===== src/rtl/stv_pkg.sv =====
package stv_pkg;
  // Drive mode of the override controller; encoding is visible on mode_o.
  typedef enum logic [1:0] {
    MODE_NORM = 2'b00,
    MODE_SINK = 2'b01,
    MODE_SRC  = 2'b10
  } ovr_mode_e;
endpackage


===== src/rtl/stv_classify.sv =====
module stv_classify
  import stv_pkg::*;
#(
  parameter int ADC_W      = 10,
  parameter int OVER_BINS  = 2,
  parameter int UNDER_BINS = 4
) (
  input  logic [ADC_W-1:0] sample_code,
  input  logic [ADC_W-1:0] ref_code,
  output ovr_mode_e        verdict,
  output logic             over_w,
  output logic             under_w
);
  localparam int DW = ADC_W + 1;
  localparam logic signed [DW-1:0] OVER_LIM  = DW'(OVER_BINS);
  localparam logic signed [DW-1:0] UNDER_LIM = DW'(-UNDER_BINS);

  // Signed error in bins, one bit wider so that no code pair wraps.
  function automatic logic signed [DW-1:0] bin_error(
    input logic [ADC_W-1:0] s,
    input logic [ADC_W-1:0] r
  );
    return $signed({1'b0, s}) - $signed({1'b0, r});
  endfunction

  function automatic logic above_window(input logic signed [DW-1:0] e);
    return e > OVER_LIM;
  endfunction

  function automatic logic below_window(input logic signed [DW-1:0] e);
    return e < UNDER_LIM;
  endfunction

  logic signed [DW-1:0] err_w;

  always_comb begin
    err_w   = bin_error(sample_code, ref_code);
    over_w  = above_window(err_w);
    under_w = below_window(err_w);
    if (over_w)       verdict = MODE_SINK;
    else if (under_w) verdict = MODE_SRC;
    else              verdict = MODE_NORM;
  end
endmodule


===== src/rtl/stv_mode_fsm.sv =====
module stv_mode_fsm
  import stv_pkg::*;
(
  input  logic      clk,
  input  logic      rst_n,
  input  logic      strobe,
  input  ovr_mode_e verdict,
  output ovr_mode_e mode_q,
  output logic      blank_q
);
  // True when a step goes straight from one forced rail to the opposite one.
  function automatic logic is_cross(input ovr_mode_e cur, input ovr_mode_e nxt);
    return ((cur == MODE_SINK) && (nxt == MODE_SRC)) ||
           ((cur == MODE_SRC)  && (nxt == MODE_SINK));
  endfunction

  always_ff @(posedge clk) begin
    if (!rst_n) begin
      mode_q  <= MODE_NORM;
      blank_q <= 1'b0;
    end else begin
      blank_q <= strobe && is_cross(mode_q, verdict);
      if (strobe) mode_q <= verdict;
    end
  end
endmodule


===== src/rtl/stv_drive.sv =====
module stv_drive
  import stv_pkg::*;
#(
  parameter int NPH = 4
) (
  input  ovr_mode_e        mode,
  input  logic             blank,
  input  logic [NPH-1:0]   pwm_in,
  output logic [NPH-1:0]   phase_hi,
  output logic             clamp_on
);
  for (genvar g = 0; g < NPH; g++) begin : g_leg
    always_comb begin
      if (blank) phase_hi[g] = 1'b0;
      else begin
        unique case (mode)
          MODE_SINK: phase_hi[g] = 1'b0;
          MODE_SRC:  phase_hi[g] = 1'b1;
          default:   phase_hi[g] = pwm_in[g];
        endcase
      end
    end
  end

  assign clamp_on = (mode == MODE_SINK) && !blank;
endmodule


===== src/rtl/stv_override_ctrl.sv =====
module stv_override_ctrl
  import stv_pkg::*;
#(
  parameter int NPH        = 4,
  parameter int ADC_W      = 10,
  parameter int OVER_BINS  = 2,
  parameter int UNDER_BINS = 4
) (
  input  logic             clk,
  input  logic             rst_n,
  input  logic             sample_vld,
  input  logic [ADC_W-1:0] sample_code,
  input  logic [ADC_W-1:0] ref_code,
  input  logic [NPH-1:0]   pwm_in,
  output logic [NPH-1:0]   phase_hi,
  output logic             clamp_on,
  output logic [1:0]       mode_o
);
  ovr_mode_e verdict_w;
  ovr_mode_e mode_w;
  logic      over_w;
  logic      under_w;
  logic      blank_w;

  stv_classify #(
    .ADC_W(ADC_W), .OVER_BINS(OVER_BINS), .UNDER_BINS(UNDER_BINS)
  ) cls_i (
    .sample_code(sample_code),
    .ref_code   (ref_code),
    .verdict    (verdict_w),
    .over_w     (over_w),
    .under_w    (under_w)
  );

  stv_mode_fsm fsm_i (
    .clk    (clk),
    .rst_n  (rst_n),
    .strobe (sample_vld),
    .verdict(verdict_w),
    .mode_q (mode_w),
    .blank_q(blank_w)
  );

  stv_drive #(.NPH(NPH)) drv_i (
    .mode    (mode_w),
    .blank   (blank_w),
    .pwm_in  (pwm_in),
    .phase_hi(phase_hi),
    .clamp_on(clamp_on)
  );

  assign mode_o = mode_w;
endmodule


===== config.mk =====
export PLATFORM = sky130hd
export DESIGN_NAME = stv_override_ctrl
export DESIGN_NICKNAME = d
export VERILOG_FILES = /design/src/rtl/stv_pkg.sv /design/src/rtl/stv_classify.sv /design/src/rtl/stv_mode_fsm.sv /design/src/rtl/stv_drive.sv /design/src/rtl/stv_override_ctrl.sv
export SDC_FILE = /design/constraint.sdc
export NUM_CORES = 1
export LEC_CHECK = 0
export BUFFER_PORTS_ARGS = -buffer_cell sky130_fd_sc_hd__buf_2
export CORE_MARGIN = 10
export CORE_UTILIZATION = 48
export CTS_BUF_LIST = sky130_fd_sc_hd__clkbuf_4
export CTS_CLUSTER_SIZE = 16
export DETAILED_ROUTE_END_ITERATION = 7
export PLACE_DENSITY_LB_ADDON = 0.12
export REMOVE_ABC_BUFFERS = 1
export SLEW_MARGIN = 0
export SYNTH_ARGS = -nofsm -noshare
export SYNTH_HDL_FRONTEND = slang
export SYNTH_SLANG_ARGS = --single-unit

===== constraint.sdc =====
create_clock -name clk -period 3.35 [get_ports clk]
set_clock_uncertainty 0.05 [all_clocks]
set_input_delay 1.005 -clock clk [delete_from_list [all_inputs] [get_ports clk]]
set_output_delay 1.005 -clock clk [all_outputs]
set_load 0.01 [all_outputs]

==> results of run 1 <==
## final cells by class
cell class	instances	share of cell area [%]
sequential	3	6.37
tap	15	1.99
timing repair buffer	33	17.5
multi-input combinational	84	64.5
clock buffer	4	3.19
inverter	16	6.37
## kinds of logic after synthesis
kind of cell	Yosys count	share of synthesized area (%)
and+or+nand+nor	36	25.8
AOI/OAI and AO/OA	31	29.6
buffers and inverters	16	8.25
adders and majority gates	13	23.4
xor gates and xnor gates	4	4.81
DFF	3	8.25
## worst max-delay path by stage
stage | startpoint | end | slack, ns | cells past startpoint
floorplan | sample_code[0] | fsm_i.blank_q | 0.39 | 11
global placement | sample_code[0] | fsm_i.blank_q | 0.09 | 12
detailed placement | sample_code[0] | fsm_i.blank_q | 0.04 | 12
CTS | sample_code[0] | fsm_i.mode_q[1] | 0.28 | 12
global route | sample_code[0] | fsm_i.mode_q[1] | 0.04 | 12
finish | sample_code[0] | fsm_i.mode_q[1] | 0.27 | 12
## layer usage
layer  up-vias  share of wire [%]  track usage [%]
met4         0                1.7             6.23
li1        445                  -                -
met2        29                 47             18.8
met1       354                 42             11.5
met5         -                  0                0
met3         5                9.4             4.94
## state kept, by name, summed over array words and instances (netlist names)
register	cells
fsm_i.mode_q	2
fsm_i.blank_q	1
## worst max-delay path, cell delays in order
cell      delay [ns]
buf_2           0.10
inv_1           0.04
ha_1            0.16
inv_1           0.06
fa_1            0.43
a21oi_1         0.24
o211ai_2        0.11
a211oi_1        0.29
nor2_1          0.10
xnor2_1         0.15
nor4_1          0.36
o21ai_1         0.11
## layout by cell type, fill, tap and decap left out, types with 2 or more instances in the layout
master,instances
dfxtp_1,3
a21o_1,2
a21oi_1,9
ha_1,12
o21ai_0,3
nor2b_1,4
a211oi_1,3
nor3_1,2
nand4_1,2
inv_1,15
o2111a_1,2
nor2_1,6
nand3_1,3
buf_2,33
o21ai_1,3
o21a_1,2
clkbuf_4,4
xnor2_1,3
nand2_1,12
## through the flow
step	cells	hold slack, ns	worst slack (ns)	utilization (%)
after floorplan	103	0.450	0.392	-
after global placement	151	0.425	0.0864	66.8
after detailed placement	151	0.452	0.0363	66.8
after CTS	155	0.462	0.276	69.0
after global routing	155	0.477	0.0386	69.0
final	155	0.457	0.272	69.0
## power groups by stage
stage                      clock, W  combinational, W  sequential, W
after floorplan                   0          0.000106      0.0000420
after global placement            0          0.000147      0.0000412
after detailed placement          0          0.000151      0.0000415
after CTS                 0.0000759          0.000153      0.0000410
after global routing      0.0000789          0.000173      0.0000412
final                     0.0000751          0.000152      0.0000408
==> impl_metrics.yaml, run 1 <==
sta:
  rsz0062_at_grt: "no"
  period_share_pct: 91.9
  min_period_ns: 3.08
  tightest_slew_ns: 0.387
  slew-limit-headroom_pct: 74.0
  hold_viol_final: 0
  clock.fmax_ghz: 0.325
  finalSetupTns_ns: 0
  setup_viol: 0
  finalMaxSlewViolations: 0
synthesis:
  synth_edf_count: 0
  synth_cell_types: 34
  synth.top_cells.by_count: "inv_1 (15), ha_1 (12), nand2_1 (12)"
  syn_area_um2: 728
  ys_async_sr_fraction_pct: 0
  ys_warn_count: 0
  synth.most_common_cell: "inv_1"
  synth_area_leaders: "ha_1 (21%), dfxtp_1 (8.2%), inv_1 (7.7%)"
  yosys.area.top_type_share_pct: 20.6
  ys_seq_area_share_pct: 8.25
  synth-main-ff-cell: "dfxtp_1"
  ys_ff_latch: 3
  synth_cells: 103
  synth_area_leader_cell: "ha_1"
  syn_area_per_cell_um2: 7.07
layout:
  final_layout_size_suffix_gt1_share_pct: 30.0
  fin_area_um2: 942
  synthToLayoutAreaGrowth_pct: 29.4
  fillers: 134
  multi_input_area_um2: 608
  diodes: 0
  nets: 181
  seq_area_um2: 60.1
floorplanning:
  start_util_pct: 53.3
  rows: 13
  num_io_pins: 34
  coreArea_um2: 1370
  die_w_um: 59.0
  dieArea_um2: 3480
  die_h_um: 59.0
power_and_ir_drop:
  clkPwrFrac_pct: 28.0
  p_switching_w: 0.000107
  peakVddDrop_uv: 116
  cellPowerDensity_nw_per_um2: 285
  swShare_pct: 39.9
  power.internal_w: 0.000161
  p_seq_share_pct: 15.2
  design_power_total_w: 0.000268
  power_frac_comb_pct: 56.8
  p_leak_nw: 0.506
routing:
  route.detailed.drc: 0
  wire_per_inst_um: 12.7
  postRouteAntennaNets: 0
  wirelength_um: 1970
  drt_iter0_drc: 10
  num_vias: 833
  drt_pass1_iterations: 4
  detail_route.vias_per_cell: 5.37
place:
  placed_cell_area_um2: 912
  gp_congestion: 0.802
  port_buffers: 33
  dp_hpwl_um: 1730
worst_setup_path:
  rr_startpoint: "fsm_i.mode_q[0]"
  r2r-end: "fsm_i.blank_q"
  reg2reg_depth: 3
  setup.worst_path.start_class: "input port"
  cp.arrival_ns: 3.14
  crit_required_ns: 3.41
  cp-end-kind: "flop"
  crit_fanout: 3
  worstSetupPathType: "in2reg"
  r2r_setup_slack_ns: 2.40
global_routing:
  grt_first_pass_wirelength_um: 3220
  antenna_found_initial: 0
  grt_pass1_vias: 807
  grt_max_degree: 8
  grtUsageTotal_pct: 11.3
  overflow: 0
clock_network:
  htree_num_levels: 1
  cts_hold_buf: 0
  post-cts-setup-buffers: 0
  path_clk_slew_ns: 0.03
  cts.sinks: 3
  numCtsBuffers: 3
  cts.path.max_buffers: 2
  post_cts_resized: 0
  cts_tree: "built"
  clock_latency_ns: 0.24
  clockRootBuffer: "clkbuf_4"
min_path:
  hold_class: "reg2reg"
  hold_depth: 2
  hold_end: "fsm_i.mode_q[1]"
  min_from: "fsm_i.mode_q[1]"
status:
  status: "finished clean"
flow_run:
  max-cap-violations: 0
Note: power is estimated with default switching activity, not from simulation.
==> inputs of run 2 (changes only) <==
--- a/config.mk
+++ b/config.mk
@@ -11,7 +11,7 @@
 export CTS_BUF_LIST = sky130_fd_sc_hd__clkbuf_4
 export CTS_CLUSTER_SIZE = 16
 export DETAILED_ROUTE_END_ITERATION = 7
-export PLACE_DENSITY_LB_ADDON = 0.12
+export PLACE_DENSITY = 0.82
 export REMOVE_ABC_BUFFERS = 1
 export SLEW_MARGIN = 0
 export SYNTH_ARGS = -nofsm -noshare
==> impl_metrics.yaml, run 2 (synthesis gave the netlist of run 1 again) <==
layout:
  synthToLayoutAreaGrowth_pct: 29.4
  multi_input_area_um2: 608
  regMostFlops: "fsm_i.mode_q"
  final_layout_size_suffix_gt1_share_pct: 30.0
  fillers: 122
  layout_common_cells: "buf_2 (33), inv_1 (15), nand2_1 (12), ha_1 (12), a21oi_1 (9)"
  diodes: 0
  nets: 181
  largest_reg_flops: 2
  final_core_util_pct: 69.0
  final_common_cell: "buf_2"
  seq_area_um2: 60.1
  biggestRegsByFlops: "fsm_i.mode_q: 2 flops, fsm_i.blank_q: 1 flops"
floorplanning:
  rows: 13
  start_util_pct: 53.3
  num_io_pins: 34
  die_h_um: 59.0
  coreArea_um2: 1370
  die_w_um: 59.0
  dieArea_um2: 3480
clock_network:
  cts.path.max_buffers: 2
  post_cts_resized: 0
  htree_num_levels: 1
  clock_latency_ns: 0.24
  post-cts-setup-buffers: 0
  path_clk_slew_ns: 0.04
  clockRootBuffer: "clkbuf_4"
  cts_tree: "built"
  cts.sinks: 3
  numCtsBuffers: 3
  cts_hold_buf: 0
routing:
  drt_iter0_drc: 17
  num_vias: 836
  route.detailed.drc: 0
  wire_per_inst_um: 12.6
  detail_route.vias_per_cell: 5.39
  postRouteAntennaNets: 0
  wirelength_um: 1950
  drt_pass1_iterations: 4
global_routing:
  grt_max_degree: 8
  grt_pass1_vias: 824
  antenna_found_initial: 0
  overflow: 0
  grtUsageTotal_pct: 11.1
  grt_first_pass_wirelength_um: 3300
power_and_ir_drop:
  power_frac_comb_pct: 56.5
  peakVddDrop_uv: 167
  power.internal_w: 0.000161
  p_leak_nw: 0.506
  clkPwrFrac_pct: 28.2
  swShare_pct: 39.7
  cellPowerDensity_nw_per_um2: 283
  p_seq_share_pct: 15.3
  p_switching_w: 0.000106
sta:
  slew-limit-headroom_pct: 69.7
  layout_setup_ws_ns: 0.204
  hold_viol_final: 0
  clock.fmax_ghz: 0.318
  tightest_slew_ns: 0.451
  rsz0062_at_grt: "no"
  period_share_pct: 93.9
  setup_viol: 0
  finalMaxSlewViolations: 0
  min_period_ns: 3.15
worst_setup_path:
  max_stage_delay_ns: 0.41
  r2r_setup_slack_ns: 2.38
  critPathTopFamily: "compound AO/OA/AOI/OAI gates"
  cp-end-kind: "flop"
  setup.worst_path.start_class: "input port"
  crit_fanout: 3
  path_common_cell: "inv_1"
  slowest_stage: "fa_1"
  worstSetupPathType: "in2reg"
  worst-path-buf-inv: 3
  cp.arrival_ns: 3.21
  crit_required_ns: 3.41
  cp_cell_sequence: "buf_2 -> inv_1 -> ha_1 -> inv_1 -> fa_1 -> a21oi_1 -> o211ai_2 -> a211oi_1 -> nor2_1 -> xnor2_1 -> nor4_1 -> o21ai_1"
place:
  port_buffers: 33
  dp_hpwl_um: 1710
  pre_cts_ws_ns: -0.0130
  gp_congestion: 0.833
min_path:
  hold_class: "reg2reg"
flow_run:
  max-cap-violations: 0
status:
  status: "finished clean"
[run 2: cell counts in the layout (fill, tap and decap cells not counted)]
No cell type changed its count.
[run 2: power by group through the flow]
stage          combinational (W)   clock, W  sequential (W)
6_report                0.000151  0.0000750       0.0000409
5_1_grt                 0.000172  0.0000784       0.0000416
4_1_cts                 0.000152  0.0000742       0.0000408
3_5_place_dp            0.000151          0       0.0000415
3_3_place_gp            0.000146          0       0.0000412
2_1_floorplan           0.000106          0       0.0000420
[run 2: final cells by class]
| type | instances | area share [%] |
|---|---|---|
| well taps | 15 | 1.99 |
| repair buffers | 33 | 17.5 |
| clock buffers | 4 | 3.19 |
| flip-flops and latches | 3 | 6.37 |
| inverters | 16 | 6.37 |
| multi-input cells | 84 | 64.5 |
[run 2: worst reg2reg max path: stages (launching register included)]
cell       delay, ns
dfxtp_1         0.38
inv_1           0.06
ha_1            0.19
nand4_1         0.09
o2bb2ai_1       0.08
[run 2: final timing paths]
| kind | start | end | cells after the start |
|---|---|---|---|
| worst min-delay path | fsm_i.mode_q[1] | fsm_i.mode_q[1] | 2 |
| worst max register to register | fsm_i.mode_q[1] | fsm_i.blank_q | 4 |
| worst max-delay path | sample_code[0] | fsm_i.mode_q[1] | 12 |
| worst min register to register | fsm_i.mode_q[1] | fsm_i.mode_q[1] | 2 |
[run 2: metrics by stage]
step	hold slack, ns	std cells	setup TNS [ns]	instance area, um^2	total power [W]
CTS	0.450	155	0	942	0.000267
finish	0.454	155	0	942	0.000266
global placement	0.426	151	0	912	0.000187
detailed placement	0.447	151	-0.0162	912	0.000192
floorplan	0.450	103	0	728	0.000148
global route	0.509	155	0	942	0.000292
[run 2: metal layers]
metal / GRT usage [%] / share of wire, % / up-vias / wire length [um]
met5: 0 / 0 / - / 0
met4: 2.95 / 0.51 / 0 / 10
met3: 3.00 / 8.7 / 2 / 169
met2: 19.8 / 45 / 29 / 888
met1: 12.5 / 45 / 364 / 884
li1: - / - / 441 / -
